--- src/rtl/twsl_pkg.sv ---
package twsl_pkg;

    typedef enum logic [2:0] {
        ST_IDLE,
        ST_ARMED,
        ST_START_HOLD,
        ST_SHIFT,
        ST_OVF_HOLD
    } twsl_state_e;

    localparam logic [1:0] RA_DATA = 2'd0;
    localparam logic [1:0] RA_CNT  = 2'd1;
    localparam logic [1:0] RA_FLAG = 2'd2;
    localparam logic [1:0] RA_CTRL = 2'd3;

    localparam int FB_START = 0;
    localparam int FB_OVF   = 1;
    localparam int FB_STOP  = 2;

    localparam int CB_OE       = 0;
    localparam int CB_IE_START = 1;
    localparam int CB_IE_OVF   = 2;
    localparam int CB_IE_STOP  = 3;
    localparam int CB_PARK     = 7;

endpackage

--- src/rtl/twsl_sync.sv ---
module twsl_sync #(
    parameter int STAGES = 2
) (
    input  logic clk,
    input  logic rst_n,
    input  logic d_i,
    output logic q_o
);
    logic [STAGES-1:0] pipe;

    for (genvar g = 0; g < STAGES; g++) begin : g_stage
        if (g == 0) begin : g_first
            always_ff @(posedge clk or negedge rst_n) begin
                if (!rst_n) pipe[g] <= 1'b1;
                else        pipe[g] <= d_i;
            end
        end else begin : g_next
            always_ff @(posedge clk or negedge rst_n) begin
                if (!rst_n) pipe[g] <= 1'b1;
                else        pipe[g] <= pipe[g-1];
            end
        end
    end

    assign q_o = pipe[STAGES-1];
endmodule

--- src/rtl/twsl_busmon.sv ---
module twsl_busmon (
    input  logic clk,
    input  logic rst_n,
    input  logic scl_s,
    input  logic sda_s,
    output logic scl_rise,
    output logic scl_fall,
    output logic start_evt,
    output logic stop_evt
);
    logic scl_p;
    logic sda_p;

    always_ff @(posedge clk or negedge rst_n) begin
        if (!rst_n) begin
            scl_p <= 1'b1;
            sda_p <= 1'b1;
        end else begin
            scl_p <= scl_s;
            sda_p <= sda_s;
        end
    end

    // the clock line must be high in both samples around a data-line change
    assign scl_rise  =  scl_s & ~scl_p;
    assign scl_fall  = ~scl_s &  scl_p;
    assign start_evt =  scl_s &  scl_p &  sda_p & ~sda_s;
    assign stop_evt  =  scl_s &  scl_p & ~sda_p &  sda_s;
endmodule

--- src/rtl/twsl_fsm.sv ---
module twsl_fsm
    import twsl_pkg::*;
(
    input  logic        clk,
    input  logic        rst_n,
    input  logic        start_evt,
    input  logic        stop_evt,
    input  logic        scl_fall,
    input  logic        park_cmd,
    input  logic        start_flag,
    input  logic        start_clr,
    input  logic        ovf_evt,
    input  logic        ovf_flag,
    input  logic        ovf_clr,
    output twsl_state_e state_q,
    output logic        shifting,
    output logic        scl_hold
);
    twsl_state_e state_d;

    always_ff @(posedge clk or negedge rst_n) begin
        if (!rst_n) state_q <= ST_IDLE;
        else        state_q <= state_d;
    end

    always_comb begin
        state_d = state_q;
        if (start_evt) begin
            state_d = ST_ARMED;                       // start
        end else if (stop_evt || park_cmd) begin
            state_d = ST_IDLE;                        // stop / park
        end else begin
            unique case (state_q)
                ST_IDLE:       state_d = ST_IDLE;
                ST_ARMED: begin
                    if (scl_fall)                     // first fall
                        state_d = (start_flag && !start_clr) ? ST_START_HOLD : ST_SHIFT;
                end
                ST_START_HOLD: begin
                    if (start_clr || !start_flag)     // start release
                        state_d = ST_SHIFT;
                end
                ST_SHIFT: begin
                    if (ovf_evt)                      // wrap
                        state_d = ST_OVF_HOLD;
                end
                ST_OVF_HOLD: begin
                    if (ovf_clr || !ovf_flag)         // wrap release
                        state_d = ST_SHIFT;
                end
                default:       state_d = ST_IDLE;
            endcase
        end
    end

    always_comb begin
        scl_hold = 1'b0;
        shifting = 1'b0;
        unique case (state_q)
            ST_START_HOLD, ST_OVF_HOLD: scl_hold = 1'b1;
            ST_SHIFT:                   shifting = 1'b1;
            default: ;
        endcase
    end
endmodule

--- src/rtl/twsl_datapath.sv ---
module twsl_datapath
    import twsl_pkg::*;
#(
    parameter int DATA_W = 8,
    parameter int CNT_W  = 4
) (
    input  logic              clk,
    input  logic              rst_n,
    input  logic [1:0]        reg_addr,
    input  logic              reg_wr,
    input  logic [DATA_W-1:0] reg_wdata,
    output logic [DATA_W-1:0] reg_rdata,
    input  logic              sda_s,
    input  logic              scl_rise,
    input  logic              scl_fall,
    input  logic              start_evt,
    input  logic              stop_evt,
    input  logic              shifting,
    output logic              irq,
    output logic              sda_pull,
    output logic              start_flag,
    output logic              ovf_flag,
    output logic              stop_flag,
    output logic              start_clr,
    output logic              ovf_clr,
    output logic              park_cmd,
    output logic              ovf_evt,
    output logic [CNT_W-1:0]  cnt_q,
    output logic [DATA_W-1:0] data_q
);
    localparam int CTRL_W = 4;

    logic              data_wr, cnt_wr, flag_wr, ctrl_wr, stop_clr, scl_edge;
    logic              out_bit;
    logic [CTRL_W-1:0] ctrl_q;

    assign data_wr  = reg_wr && (reg_addr == RA_DATA);
    assign cnt_wr   = reg_wr && (reg_addr == RA_CNT);
    assign flag_wr  = reg_wr && (reg_addr == RA_FLAG);
    assign ctrl_wr  = reg_wr && (reg_addr == RA_CTRL);
    assign start_clr = flag_wr && reg_wdata[FB_START];
    assign ovf_clr   = flag_wr && reg_wdata[FB_OVF];
    assign stop_clr  = flag_wr && reg_wdata[FB_STOP];
    assign park_cmd  = ctrl_wr && reg_wdata[CB_PARK];
    assign scl_edge  = scl_rise || scl_fall;

    assign ovf_evt = shifting && scl_edge && (&cnt_q) && !cnt_wr && !start_clr;

    // shift register: a write has priority over a sampled bit
    always_ff @(posedge clk or negedge rst_n) begin
        if (!rst_n)                    data_q <= '0;
        else if (data_wr)              data_q <= reg_wdata;
        else if (shifting && scl_rise) data_q <= {data_q[DATA_W-2:0], sda_s};
    end

    // output bit moves only while the clock line is low
    always_ff @(posedge clk or negedge rst_n) begin
        if (!rst_n)                    out_bit <= 1'b1;
        else if (data_wr)              out_bit <= reg_wdata[DATA_W-1];
        else if (shifting && scl_fall) out_bit <= data_q[DATA_W-1];
    end

    always_ff @(posedge clk or negedge rst_n) begin
        if (!rst_n)                    cnt_q <= '0;
        else if (cnt_wr)               cnt_q <= reg_wdata[CNT_W-1:0];
        else if (start_clr)            cnt_q <= '0;
        else if (shifting && scl_edge) cnt_q <= cnt_q + CNT_W'(1);
    end

    always_ff @(posedge clk or negedge rst_n) begin
        if (!rst_n) begin
            start_flag <= 1'b0;
            ovf_flag   <= 1'b0;
            stop_flag  <= 1'b0;
        end else begin
            if (start_evt)      start_flag <= 1'b1;
            else if (start_clr) start_flag <= 1'b0;
            if (ovf_evt)        ovf_flag   <= 1'b1;
            else if (ovf_clr)   ovf_flag   <= 1'b0;
            if (stop_evt)       stop_flag  <= 1'b1;
            else if (stop_clr)  stop_flag  <= 1'b0;
        end
    end

    always_ff @(posedge clk or negedge rst_n) begin
        if (!rst_n)       ctrl_q <= '0;
        else if (ctrl_wr) ctrl_q <= reg_wdata[CTRL_W-1:0];
    end

    assign sda_pull = ctrl_q[CB_OE] && !out_bit;
    assign irq = (start_flag && ctrl_q[CB_IE_START]) ||
                 (ovf_flag   && ctrl_q[CB_IE_OVF])   ||
                 (stop_flag  && ctrl_q[CB_IE_STOP]);

    always_comb begin
        reg_rdata = '0;
        unique case (reg_addr)
            RA_DATA: reg_rdata = data_q;
            RA_CNT:  reg_rdata[CNT_W-1:0] = cnt_q;
            RA_FLAG: begin
                reg_rdata[FB_START] = start_flag;
                reg_rdata[FB_OVF]   = ovf_flag;
                reg_rdata[FB_STOP]  = stop_flag;
            end
            RA_CTRL: reg_rdata[CTRL_W-1:0] = ctrl_q;
            default: reg_rdata = '0;
        endcase
    end
endmodule

--- src/rtl/twowire_slave_shifter.sv ---
module twowire_slave_shifter
    import twsl_pkg::*;
#(
    parameter int DATA_W      = 8,
    parameter int SYNC_STAGES = 2
) (
    input  logic              clk,
    input  logic              rst_n,
    input  logic              scl_i,
    input  logic              sda_i,
    output logic              scl_pull_o,
    output logic              sda_pull_o,
    input  logic [1:0]        reg_addr,
    input  logic              reg_wr,
    input  logic [DATA_W-1:0] reg_wdata,
    output logic [DATA_W-1:0] reg_rdata,
    output logic              irq_o
);
    localparam int CNT_W = $clog2(2 * DATA_W);

    logic scl_s, sda_s, scl_rise, scl_fall, start_evt, stop_evt;
    logic shifting, scl_hold;
    logic start_flag, ovf_flag, stop_flag, start_clr, ovf_clr, park_cmd, ovf_evt;
    logic [CNT_W-1:0]  cnt_q;
    logic [DATA_W-1:0] data_q;
    twsl_state_e       state_q;

    twsl_sync #(.STAGES(SYNC_STAGES)) u_sync_scl (
        .clk(clk), .rst_n(rst_n), .d_i(scl_i), .q_o(scl_s)
    );
    twsl_sync #(.STAGES(SYNC_STAGES)) u_sync_sda (
        .clk(clk), .rst_n(rst_n), .d_i(sda_i), .q_o(sda_s)
    );

    twsl_busmon u_busmon (
        .clk(clk), .rst_n(rst_n), .scl_s(scl_s), .sda_s(sda_s),
        .scl_rise(scl_rise), .scl_fall(scl_fall),
        .start_evt(start_evt), .stop_evt(stop_evt)
    );

    twsl_fsm u_fsm (
        .clk(clk), .rst_n(rst_n),
        .start_evt(start_evt), .stop_evt(stop_evt), .scl_fall(scl_fall),
        .park_cmd(park_cmd), .start_flag(start_flag), .start_clr(start_clr),
        .ovf_evt(ovf_evt), .ovf_flag(ovf_flag), .ovf_clr(ovf_clr),
        .state_q(state_q), .shifting(shifting), .scl_hold(scl_hold)
    );

    twsl_datapath #(.DATA_W(DATA_W), .CNT_W(CNT_W)) u_dp (
        .clk(clk), .rst_n(rst_n),
        .reg_addr(reg_addr), .reg_wr(reg_wr), .reg_wdata(reg_wdata), .reg_rdata(reg_rdata),
        .sda_s(sda_s), .scl_rise(scl_rise), .scl_fall(scl_fall),
        .start_evt(start_evt), .stop_evt(stop_evt), .shifting(shifting),
        .irq(irq_o), .sda_pull(sda_pull_o),
        .start_flag(start_flag), .ovf_flag(ovf_flag), .stop_flag(stop_flag),
        .start_clr(start_clr), .ovf_clr(ovf_clr), .park_cmd(park_cmd),
        .ovf_evt(ovf_evt), .cnt_q(cnt_q), .data_q(data_q)
    );

    assign scl_pull_o = scl_hold;
endmodule

--- config.mk ---
export PLATFORM = sky130hd
export DESIGN_NAME = twowire_slave_shifter
export DESIGN_NICKNAME = d
export VERILOG_FILES = /design/src/rtl/twsl_pkg.sv /design/src/rtl/twsl_sync.sv /design/src/rtl/twsl_busmon.sv /design/src/rtl/twsl_fsm.sv /design/src/rtl/twsl_datapath.sv /design/src/rtl/twowire_slave_shifter.sv
export SDC_FILE = /design/constraint.sdc
export NUM_CORES = 1
export LEC_CHECK = 0
export CORE_MARGIN = 8
export CORE_UTILIZATION = 30
export DETAILED_ROUTE_END_ITERATION = 12
export PLACE_DENSITY = 0.55
export SYNTH_ARGS = -nofsm -noshare
export SYNTH_HDL_FRONTEND = slang
export SYNTH_SLANG_ARGS = --single-unit
--- constraint.sdc ---
create_clock -name clk -period 3.9 [get_ports clk]
set_clock_uncertainty 0.2 [all_clocks]
set_input_delay 0.585 -clock clk [delete_from_list [all_inputs] [get_ports clk]]
set_output_delay 0.585 -clock clk [all_outputs]
set_load 0.05 [all_outputs]
==> impl_metrics.toml <==
[outcome]
status = "complete, no violations"

[yosys]
synth_edf_count = 0
syn_area_per_cell_um2 = 10.48
synth_ff_type = "dfrtp_1"
synth_top_area_share = 0.3264
synth.area.top_cells = "dfrtp_1, dfstp_2, mux2i_1"
ys_seq_elements = 29
synth_area_leader_cell = "dfrtp_1"
yosysWarningCount = 0
async_flop_share = 1.000
ys_types = 43
syn-cell-area_um2 = 1687
syn_nets = 180
seq_area_frac_synth = 0.4355
synthCells = 161

[critical_path]
endpoint_kind = "primary output"
worstPathRequired_ns = 3.12
worstPathArrival_ns = 2.65
path_max_fanout = 9
start_kind = "primary input"
path_class = "primary input to primary output"

[sta]
relSlewSlack = 0.6640
min_period_ns = 3.438
finalSetupTns_ns = 0
setup_violations = 0
slew_viol_final = 0
worst_pin_slew_ns = 0.5024
fmax_mhz = 290.9
hold_viol_final = 0
rsz0062_at_grt = "false"
period_share = 0.8814

[placement]
io_buffers = 25
hpwl_um = 2971
place_congestion = 0.7675

[floorplan]
die_w_um = 90.98
core_area_um2 = 5473
dieArea_um2 = 8277
start_util = 0.3082
placementRows = 27
die_y_um = 90.98
pin_count = 26

[global_routing]
grt_first_pass_wirelength_um = 6617
grt.total_usage = 0.1006
grt_antenna_before_repair = 0
grt_max_degree = 30
grt_remaining_overflow = 0
grt_pass1_vias = 1287

[routing]
wl_met1_um = 1923
vias_per_cell = 4.947
wl_met2_um = 1924
finalWirelength_um = 4072
num_vias = 1296
routedWlPerCell_um = 15.54
drtIter0Drc = 93
wl_met3_um = 180
drcViolationCount = 0
drtPass1Iterations = 4
highest_layer = "met4"
ant_nets = 0

[cts]
holdBufCountCts = 0
post_cts_buffers = 0
numCtsBuffers = 5
path_clk_slew_ns = 0.06
clockRootBuffer = "clkbuf_8"
clk_latency_ns = 0.28
h-tree-depth = 2
ctsResizeCount = 0
clockBufferDepth = 2
cts_tree = "yes"
numClockSinks = 29

[cells_and_area]
post-route-util = 0.3848
syn_to_final_growth_pct = 24.85
nets = 208
drive_gt1_frac = 0.1684
layout_commonest_cell = "clkdlybuf4s50_1"
layout_common_cells = "clkdlybuf4s50_1, dfrtp_1, nand2_1"
fill_cells = 576
antennaDiodeCount = 0

[run]
maxCapViolCount = 0

[power]
pwr_density_cell_nw_per_um2 = 645.7
vdd_drop_max_v = 0.0002986
p_leak_nw = 0.8555

[hold_path]
hold_path_class = "flop to flop"
## report_power, final
group          leakage [nW]  internal, mW  total, mW  switching [mW]
Sequential            0.327         0.396      0.507           0.111
Clock                0.0574         0.208      0.328           0.120
Combinational         0.471         0.235      0.524           0.290
Total                 0.855         0.838       1.36           0.521
## cells by family after synthesis
logic type               Yosys count  synth area share
buffers and inverters             14           0.05563
flip-flops                        29            0.4355
multiplexers                      16            0.1209
AO/OA/AOI/OAI                     35            0.1476
XOR/XNOR                           1          0.005194
AND/OR/NAND/NOR                   62            0.2055
adder cells (fa/ha/maj)            4           0.02967
## path summary, 6_finish.rpt
path	start	to	slack, ns	cells past startpoint
worst max-delay path	reg_addr[1]	reg_rdata[3]	0.46	4
worst min-delay path	u_sync_sda.pipe[0]	u_sync_sda.q_o	0.16	0
worst max register to register	u_sync_scl.q_o	u_fsm.state_q[1]	1.85	6
worst min register to register	u_sync_sda.pipe[0]	u_sync_sda.q_o	0.16	0
max in group asynchronous	rst_n	u_sync_sda.pipe[0]	2.69	2
min in group asynchronous	rst_n	u_dp.data_q[7]	0.50	2
## flip-flops by register name, indices dropped and copies added (netlist names)
register	flops
u_dp.stop_flag	1
u_sync_sda.pipe	1
u_sync_scl.q_o	1
u_dp.data_q	8
u_sync_sda.q_o	1
u_dp.ctrl_q	4
u_busmon.sda_p	1
u_fsm.state_q	3
u_dp.start_flag	1
u_dp.ovf_flag	1
u_dp.cnt_q	4
u_busmon.scl_p	1
u_dp.out_bit	1
u_sync_scl.pipe	1
## metrics by stage
step	hold slack [ns]	worst slack (ns)	instance area, um^2	cells	power, mW
after detailed placement	0.1500	0.4302	1986	254	1.036
after global placement	0.1478	0.4442	1986	254	1.034
after global routing	0.1634	0.3956	2106	262	1.446
after CTS	0.1591	0.4354	2106	262	1.374
after floorplan	0.08941	1.690	1687	161	0.8805
final	0.1566	0.4625	2106	262	1.360
## cell usage after synthesis, types with 2 or more instances
cell       n
nand2b_1   2
ha_1       4
a31oi_1    2
mux2i_1    8
dfrtp_1   22
nor2_1    15
dfstp_2    7
nor3b_1    2
and2_1     4
inv_1      6
a21oi_1   14
buf_2      3
buf_6      5
a32o_1     2
nand4_1    3
nand4b_1   4
nand2_1   17
nand3b_1   5
o21ai_0    5
nand3_1    2
mux4_2     3
mux2_2     5
## final cells by class
type                            count  area (um^2)  share of cell area
Clock buffer                        6        82.58             0.03922
Inverter                            6        22.52             0.01070
Sequential cell                    29        734.5              0.3488
Timing Repair Buffer               29        280.3              0.1331
Tap cell                           72        90.09             0.04278
Clock inverter                      2        37.54             0.01783
Multi-Input combinational cell    118        858.3              0.4076
## metal layers
| layer | track usage | vias up |
|---|---|---|
| met1 | 0.1244 | 626 |
| met2 | 0.1554 | 23 |
| met5 | 0 | - |
| met3 | 0.04115 | 5 |
| li1 | - | 642 |
| met4 | 0.03274 | 0 |
## worst max-delay path, stage by stage
cell	delay, ns
clkdlybuf4s50_1	0.74
mux2_2	0.38
a22o_1	0.24
clkdlybuf4s50_1	0.70
(Power assumes the default switching activity.)
